## config.mk

```make
export PLATFORM = sky130hd
export DESIGN_NAME = dram_area_cfg
export DESIGN_NICKNAME = d
export VERILOG_FILES = /design/src/rtl/dram_cfg_pkg.sv /design/src/rtl/dram_rst_sync.sv /design/src/rtl/dram_cfg_reg.sv /design/src/rtl/dram_area_decode.sv /design/src/rtl/dram_wr_guard.sv /design/src/rtl/dram_area_cfg.sv
export SDC_FILE = /design/constraint.sdc
export NUM_CORES = 1
export LEC_CHECK = 0
export ABC_AREA = 1
export BUFFER_PORTS_ARGS = -buffer_cell sky130_fd_sc_hd__buf_2
export CORE_MARGIN = 5
export CORE_UTILIZATION = 37
export DETAILED_ROUTE_END_ITERATION = 8
export MAX_ROUTING_LAYER = met4
export PLACE_DENSITY = 0.78
export SLEW_MARGIN = 15
export SYNTH_ARGS = -nofsm -noshare
export SYNTH_HDL_FRONTEND = slang
export SYNTH_SLANG_ARGS = --single-unit
```

## constraint.sdc

```tcl
create_clock -name clk -period 0.8 [get_ports clk]
set_input_delay 0.04 -clock clk [delete_from_list [all_inputs] [get_ports clk]]
set_output_delay 0.04 -clock clk [all_outputs]
set_load 0.03 [all_outputs]
```

## src/rtl/dram_cfg_pkg.sv

```systemverilog
package dram_cfg_pkg;
  localparam int AREA_N = 4;
  localparam int CS_W   = 2;
  localparam int FLD_W  = 3;
  localparam int MODE_W = 4;

  typedef logic [CS_W-1:0] cs_idx_t;

  typedef struct packed {
    logic [AREA_N-1:0]          dram;
    logic [AREA_N-1:0][CS_W-1:0] ras;
  } area_map_t;

  // Field decode: DRAM flags and RAS chip-select index per area.
  function automatic area_map_t map_field(input logic [FLD_W-1:0] f);
    area_map_t m;
    for (int k = 0; k < AREA_N; k++) m.ras[k] = cs_idx_t'(k);
    m.dram = '0;
    case (f)
      3'd1: m.dram = 4'b0001;
      3'd2: m.dram = 4'b0011;
      3'd3: begin m.dram = 4'b0011; m.ras[1] = 2'd0; end
      3'd4: m.dram = 4'b0111;
      3'd5: m.dram = 4'b1111;
      3'd6: begin
        m.dram = 4'b1111; m.ras[1] = 2'd0; m.ras[3] = 2'd2;
      end
      3'd7: begin
        m.dram = 4'b1111;
        for (int k = 0; k < AREA_N; k++) m.ras[k] = 2'd0;
      end
      default: m.dram = 4'b0000;
    endcase
    return m;
  endfunction
endpackage

```

## src/rtl/dram_rst_sync.sv

```systemverilog
module dram_rst_sync #(
  parameter int STAGES = 2
) (
  input  logic clk,
  input  logic rst_n,
  output logic rst_n_sync
);
  logic [STAGES-1:0] sync_q;
  logic [STAGES-1:0] sync_d;

  always_comb sync_d = {sync_q[STAGES-2:0], 1'b1};

  always_ff @(posedge clk or negedge rst_n) begin
    if (!rst_n) sync_q <= '0;
    else        sync_q <= sync_d;
  end

  assign rst_n_sync = sync_q[STAGES-1];
endmodule

```

## src/rtl/dram_cfg_reg.sv

```systemverilog
module dram_cfg_reg
  import dram_cfg_pkg::*;
#(
  parameter logic [FLD_W-1:0]  FIELD_RST = '0,
  parameter logic [MODE_W-1:0] MODE_RST  = '0
) (
  input  logic              clk,
  input  logic              rst_n,
  input  logic              hw_stby,
  input  logic              we,
  input  logic [7:0]        wr_data,
  output logic [FLD_W-1:0]  field_q,
  output logic [MODE_W-1:0] mode_q,
  output logic [7:0]        rdata
);
  localparam logic RSVD_BIT = 1'b1;

  logic              load_en;
  logic [FLD_W-1:0]  field_d;
  logic [MODE_W-1:0] mode_d;

  always_comb begin
    load_en = hw_stby | we;
    field_d = field_q;
    mode_d  = mode_q;
    if (hw_stby) begin
      field_d = FIELD_RST;
      mode_d  = MODE_RST;
    end else if (we) begin
      field_d = wr_data[7:5];
      mode_d  = wr_data[3:0];
    end
  end

  always_ff @(posedge clk or negedge rst_n) begin
    if (!rst_n) begin
      field_q <= FIELD_RST;
      mode_q  <= MODE_RST;
    end else if (load_en) begin
      field_q <= field_d;
      mode_q  <= mode_d;
    end
  end

  assign rdata = {field_q, RSVD_BIT, mode_q};

  assert_stby_reload_R1: assert property (@(posedge clk) disable iff (!rst_n)
    hw_stby |=> (rdata == {FIELD_RST, 1'b1, MODE_RST}));

  assert_write_readback_R2: assert property (@(posedge clk) disable iff (!rst_n)
    (we && !hw_stby) |=> (rdata == ($past(wr_data) | 8'h10)));
endmodule

```

## src/rtl/dram_area_decode.sv

```systemverilog
module dram_area_decode
  import dram_cfg_pkg::*;
(
  input  logic [FLD_W-1:0]       field,
  output logic [AREA_N-1:0]      dram,
  output logic [AREA_N*CS_W-1:0] ras_flat,
  output logic [AREA_N-1:0]      released
);
  area_map_t map;
  logic [AREA_N-1:0] cs_used;

  always_comb map = map_field(field);

  assign dram     = map.dram;
  assign ras_flat = map.ras;

  for (genvar c = 0; c < AREA_N; c++) begin : g_cs
    always_comb begin
      cs_used[c] = 1'b0;
      for (int a = 0; a < AREA_N; a++)
        if (map.dram[a] && (map.ras[a] == cs_idx_t'(c))) cs_used[c] = 1'b1;
    end
    assign released[c] = map.dram[c] & ~cs_used[c];
  end
endmodule

```

## src/rtl/dram_wr_guard.sv

```systemverilog
module dram_wr_guard
  import dram_cfg_pkg::*;
#(
  parameter int SEL_W = 3,
  parameter int PROT_N = 4,
  parameter logic [SEL_W-1:0] SEL_FIRST = 3'd1,
  parameter logic [SEL_W-1:0] SEL_TCSR  = 3'd2
) (
  input  logic              clk,
  input  logic              rst_n,
  input  logic              wr_en,
  input  logic [SEL_W-1:0]  sel,
  input  logic              flag_bit,
  input  logic [FLD_W-1:0]  field,
  input  logic              expanded_mode,
  output logic              lock,
  output logic [PROT_N-1:0] prot_wr,
  output logic              cmf_clr
);
  assign lock = expanded_mode & (field != '0);

  for (genvar i = 0; i < PROT_N; i++) begin : g_prot
    localparam logic [SEL_W-1:0] MY_SEL = SEL_FIRST + SEL_W'(i);
    assign prot_wr[i] = wr_en & (sel == MY_SEL) & ~lock;
  end

  assign cmf_clr = wr_en & (sel == SEL_TCSR) & ~flag_bit;

  assert_open_pass_R6: assert property (@(posedge clk) disable iff (!rst_n)
    (wr_en && sel == SEL_FIRST && !expanded_mode) |-> prot_wr[0]);

  assert_locked_quiet_R6: assert property (@(posedge clk) disable iff (!rst_n)
    (expanded_mode && field != '0) |-> (prot_wr == '0));

  assert_flag_clear_R8: assert property (@(posedge clk) disable iff (!rst_n)
    (wr_en && sel == SEL_TCSR && !flag_bit) |-> cmf_clr);
endmodule

```

## src/rtl/dram_area_cfg.sv

```systemverilog
module dram_area_cfg
  import dram_cfg_pkg::*;
#(
  parameter int SEL_W = 3,
  parameter logic [SEL_W-1:0] SEL_CFG = 3'd0
) (
  input  logic                   clk,
  input  logic                   rst_n,
  input  logic                   hw_stby,
  input  logic                   expanded_mode,
  input  logic                   wr_en,
  input  logic [SEL_W-1:0]       sel,
  input  logic [7:0]             wr_data,
  output logic [7:0]             cfg_rdata,
  output logic [AREA_N-1:0]      area_dram,
  output logic [AREA_N*CS_W-1:0] ras_sel,
  output logic [AREA_N-1:0]      cs_released,
  output logic                   burst_en,
  output logic                   ras_down,
  output logic                   self_refresh,
  output logic                   refresh_out_en,
  output logic                   dram_lock,
  output logic [3:0]             prot_wr,
  output logic                   cmf_clr
);
  logic              rst_n_s;
  logic              cfg_we;
  logic [FLD_W-1:0]  field_q;
  logic [MODE_W-1:0] mode_q;

  dram_rst_sync #(.STAGES(2)) rsync_i (
    .clk(clk), .rst_n(rst_n), .rst_n_sync(rst_n_s));

  assign cfg_we = wr_en & (sel == SEL_CFG);

  dram_cfg_reg reg_i (
    .clk(clk), .rst_n(rst_n_s), .hw_stby(hw_stby), .we(cfg_we),
    .wr_data(wr_data), .field_q(field_q), .mode_q(mode_q),
    .rdata(cfg_rdata));

  dram_area_decode dec_i (
    .field(field_q), .dram(area_dram), .ras_flat(ras_sel),
    .released(cs_released));

  dram_wr_guard #(.SEL_W(SEL_W), .PROT_N(4)) guard_i (
    .clk(clk), .rst_n(rst_n_s), .wr_en(wr_en), .sel(sel),
    .flag_bit(wr_data[7]), .field(field_q),
    .expanded_mode(expanded_mode), .lock(dram_lock),
    .prot_wr(prot_wr), .cmf_clr(cmf_clr));

  assign burst_en       = mode_q[3];
  assign ras_down       = mode_q[2];
  assign self_refresh   = mode_q[1];
  assign refresh_out_en = mode_q[0];

  assert_lock_next_R7: assert property (@(posedge clk) disable iff (!rst_n_s)
    (cfg_we && !hw_stby && wr_data[7:5] != 3'd0 && expanded_mode)
      |=> (dram_lock || !expanded_mode));

  assert_unlock_next_R7: assert property (@(posedge clk) disable iff (!rst_n_s)
    (cfg_we && !hw_stby && wr_data[7:5] == 3'd0) |=> !dram_lock);

  assert_area2_ras_R4: assert property (@(posedge clk) disable iff (!rst_n_s)
    area_dram[0] |-> (ras_sel[1:0] == 2'd0));

  assert_release_subset_R5: assert property (@(posedge clk) disable iff (!rst_n_s)
    (cs_released & ~area_dram) == 4'b0000);

  assert_area_nesting_R3: assert property (@(posedge clk) disable iff (!rst_n_s)
    area_dram[3] |-> (area_dram[2:0] == 3'b111));
endmodule

```

-- Word level (Yosys, flattened, before mapping)
Index checks and enable logic that the tools add are counted.
- output and inout bits: 34
- word-level logic and storage cells: 88
- flip-flop bits (word level): 9
- reduce and logical (&&, ||, !) cells: 22
- equal/unequal tests: 20
- multiplexer cells: 21
- bitwise operators: 22
- operator list (operator ; number):
    4-bit case mux with 4 select lines ; 1
    1-bit bitwise AND ; 15
    3-bit == test (second input constant) ; 5
    1-bit 2-to-1 mux ; 14
    3-bit by 2-bit == test with 1-bit output (second input constant) ; 4
    1-bit logical AND ; 12
    2-bit == test (second input constant) ; 4
    4-bit 2-to-1 mux ; 2
    3-bit by 1-bit == test with 1-bit output (second input constant) ; 2
    2-bit zero test ; 3
    3-bit 2-to-1 mux ; 2
    1-bit inverter ; 6
    3-bit OR reduction ; 2
    1-bit by 2-bit == test with 1-bit output (second input constant) ; 2
    2-bit by 1-bit == test with 1-bit output (second input constant) ; 2
    2-bit case mux with 2 select lines ; 1
    3-bit zero test ; 1
    3-bit nonzero test ; 1
    2-bit 2-to-1 mux ; 1
    2-bit AND reduction ; 1
    2-bit nonzero test ; 1
    2-bit OR reduction ; 1
    1-bit == test (second input constant) ; 1
    1-bit bitwise OR ; 1

-- Logic depth before layout (Yosys ltp)
- depth after elaboration: 10
- mapped depth: 5
- gate-level depth less buffers: 5

-- Cells and area by module
A second synthesis with hierarchy kept.
- cell total of the unflattened synthesis: 94
- area total of the unflattened synthesis: 668.1 um^2
- by module, submodules not included (module ; instances ; seq. area each (um^2) ; area each (um^2) ; cells each):
    dram_cfg_reg ; 1 ; 175.2 ; 361.6 ; 40
    dram_area_decode ; 1 ; 0.0 ; 121.4 ; 23
    dram_wr_guard ; 1 ; 0.0 ; 108.9 ; 22
    dram_rst_sync ; 1 ; 50.0 ; 53.8 ; 3
    dram_area_cfg ; 1 ; 0.0 ; 22.5 ; 6

-- Least setup slack after synthesis
No wires, ideal clock.
- path type: register to output
- from: register reg_i.field_q[2]
- to: output cs_released[1]
- arrival time: 1.680 ns
- buffers on the path: 0
- cell stages (with the launch flop): 3
- path slack: -0.920 ns
- path through: dfrtp_1 o21ai_0 inv_1
- word-level cells in the longest chain between the ends: 10
- elaborated cells on any way between the ends: 25
- classes of those cells: eq/ne: 10; mux: 7; bitwise: 2; reduce/logical: 6
- ends and longest elaborated chain (what ; line ; source):
    from (decl) ; dram_cfg_reg.sv:12 ; output logic [FLD_W-1:0] field_q,
    from (signal assigned) ; dram_cfg_reg.sv:40 ; field_q <= field_d;
    3-bit by 2-bit == test with 1-bit output or 3-bit == test (tied branches) ; dram_cfg_pkg.sv:19 ; case (f)
    3-bit OR reduction (no line) * ; -- ;
    1-bit 2-to-1 mux * ; dram_cfg_pkg.sv:19 ;
    named net ras_sel[2] ; dram_area_cfg.sv:16 ; output logic [AREA_N*CS_W-1:0] ras_sel,
    1-bit == test * ; dram_area_decode.sv:21 ; if (map.dram[a] && (map.ras[a] == cs_idx_t'(c))) cs_used[c] = 1'b1;
    1-bit logical AND * ; dram_area_decode.sv:21 ;
    1-bit 2-to-1 mux * (3 in series) ; dram_area_decode.sv:21 ;
    1-bit inverter * ; dram_area_decode.sv:23 ; assign released[c] = map.dram[c] & ~cs_used[c];
    1-bit bitwise AND * ; dram_area_decode.sv:23 ;
    to (decl) ; dram_area_cfg.sv:17 ; output logic [AREA_N-1:0] cs_released,
The timed path passes the listed nets; every way through them passes the cells marked *.

-- Worst setup path in the final report
- from: register reg_i.field_q[0]
- to: output prot_wr[1]
- word-level cells in the longest chain between the ends: 4
- ends and longest elaborated chain (what ; line ; source):
    3-bit nonzero test ; dram_wr_guard.sv:20 ; assign lock = expanded_mode & (field != '0);
    1-bit bitwise AND ; dram_wr_guard.sv:20 ;
    1-bit inverter ; dram_wr_guard.sv:24 ; assign prot_wr[i] = wr_en & (sel == MY_SEL) & ~lock;
    1-bit bitwise AND ; dram_wr_guard.sv:24 ;
    to (decl) ; dram_area_cfg.sv:23 ; output logic [3:0] prot_wr,
Every way passes these cells.

==> metrics.yaml <==
final_layout:
  stdcell_count: 147
  fin_nets: 148
  layout_commonest_cell: "buf_6"
  drive_gt1_frac: 0.672
  fillCellCount: 87
  final_cell_mix: "30 x buf_6, 14 x buf_2, 10 x buf_4"
  multi_input_area_um2: 354
  area_growth_pct: 108
  stdcell_area_um2: 1240
  layout.area.seq_um2: 230
  antenna_cells: 0
  final_core_util: 0.814
worst_setup_path:
  critPathLaunch: "reg_i.field_q[0]"
  cp.arrival_ps: 1290
  timing.rr.start: "reg_i.mode_q[3]"
  critPathKind: "reg -> out"
  start_kind: "flip-flop"
  end_kind: "output port"
  required_ps: 760
  path_max_fanout: 3
logic_synthesis:
  synth_area_leaders: "dfrtp_1 38%, buf_4 13%, nand4_1 8.4%"
  synth_seq_area_share: 0.377
  ys_warn_count: 0
  synth_area_per_cell_um2: 7.97
  synth_area_leader_cell: "dfrtp_1"
  syn-instance-count: 75
  netlist_area_um2: 598
  synth_seq_cells: 9
  synth_cell_type_count: 18
  yosysTopAreaCellShare: 0.377
sta:
  fmax_mhz: 752
  finClkSkew_ps: 9.88
  fin_hold_ws_ps: 32.4
  final.setup.tns_ps: -8460
  period_minus_slack_ps: 1330
  finalCritPeriodShare: 1.66
  drv_slew: 0
  hold_viol_final: 0
  rsz0062_at_grt: "yes"
  setup_viol: 27
  worst_slack_ps: -530
clock_tree:
  cts.clk_slew.worst_paths_ps: 60
  cts.path.max_buffers: 2
  clock_sinks: 9
  cts-buffers-inserted: 3
  worstSkewPairLatency_ps: 260
  cts_tree: "built"
  cts_root_buffer: "clkbuf_4"
  cts_max_level: 1
grt:
  grt_pass1_wl_mm: 3.27
  grt_pass1_vias: 735
  overflow: 0
  grt_antenna_before_repair: 0
  grtUsageTotal: 0.170
  grt_max_degree: 15
floorplan:
  die_area_um2: 2520
  core_area_um2: 1520
  die_w_um: 50.2
  initial_core_util: 0.392
  ios: 50
  rows: 14
  chipHeight_um: 50.2
status:
  status: "finished, violations left"
  violations: "negative setup slack"
hold_path:
  hold_class: "in -> reg"
  hold_start: "wr_data[0]"
run:
  drv_cap: 0
power_and_ir_drop:
  power.total_mw: 1.21
  irDropWorstVdd_mv: 1.24
  powerDensity_nw_per_um2: 974
  p_leak_nw: 0.662
drt:
  avgRoutedWirePerCell_um: 14.5
  drt_pre_antenna_iters: 4
  vias_per_cell: 4.86
  antenna_left: 0
  wl_mm: 2.13
  dr_total_vias: 714
  drtIter0Drc: 8
  drc: 0
placement:
  placed_area_um2: 906
  hpwl_mm: 1.31
  place.gp.congestion: 0.730
  place_ws_ps: -281
  placedCellCount: 134
  port_buffers: 42
## worst paths after layout
check                                    end  slack, ps  cells past startpoint
min                          reg_i.mode_q[0]         30                      3
max reg2reg                  reg_i.mode_q[3]         10                      3
max in group asynchronous    reg_i.mode_q[3]        430                      0
min reg2reg                  reg_i.mode_q[0]        110                      0
min in group asynchronous  rsync_i.sync_q[0]        100                      2
max                               prot_wr[1]       -530                      5
## routing by layer
metal / track usage / routed length [µm] / part of all wire / vias to the layer above
li1: - / - / - / 338
met1: 0.171 / 659 / 0.31 / 343
met2: 0.331 / 1300 / 0.61 / 31
met3: 0.0385 / 140 / 0.066 / 2
met4: 0.0262 / 26 / 0.012 / 0
met5: - / 0 / 0 / -
## critical path, stage by stage, from the launching register on
cell and delay (ps):
dfrtp_2 430, nor2_4 150, a21boi_4 90, buf_12 140, nor2_4 80, buf_6 130
## cell families (layout without fill, tap and decap cells)
group | after synthesis | after routing | synth area share
AO/OA/AOI/OAI | 2 | 2 | 0.0397
AND/OR/NAND/NOR | 40 | 40 | 0.368
other | 2 | 7 | 0.0126
buffers and inverters | 22 | 73 | 0.203
flip-flops | 9 | 9 | 0.377
## cells in the mapped netlist
master / number
nor2_1: 7
dfrtp_1: 9
clkbuf_1: 1
nor2_8: 1
o21ai_0: 1
conb_1: 2
buf_2: 1
nand2_4: 1
nor2_2: 2
nand3_1: 9
or2_2: 1
a21boi_4: 1
inv_2: 2
buf_4: 10
nand2_1: 10
nand4_1: 8
inv_1: 8
nor2_4: 1
## what timing repair did
action	in CTS	in global routing
pin swaps	4	6
endpoints found under the setup margin	27	31
setup buffers	6	2
resized for setup	54	16
hold buffers	1	0
hold endpoints to repair	2	0
## flip-flops by register name (all words and copies together), names as in the netlist
register	flops
reg_i.field_q	3
reg_i.mode_q	4
rsync_i.sync_q	2
## report_power, final
part	internal [mW]	switching (mW)	total, mW
logic	0.162	0.213	0.375
clock network	0.192	0.156	0.347
registers	0.468	0.0181	0.486
total	0.822	0.387	1.21
## layout make-up
cell class              count  share of cell area
repair buffers             59               0.462
well taps                  16              0.0161
flip-flops and latches      9               0.185
inverters                  10              0.0302
multi-input cells          49               0.285
clock buffers               4              0.0212
Power figures use the tool's default switching activity.
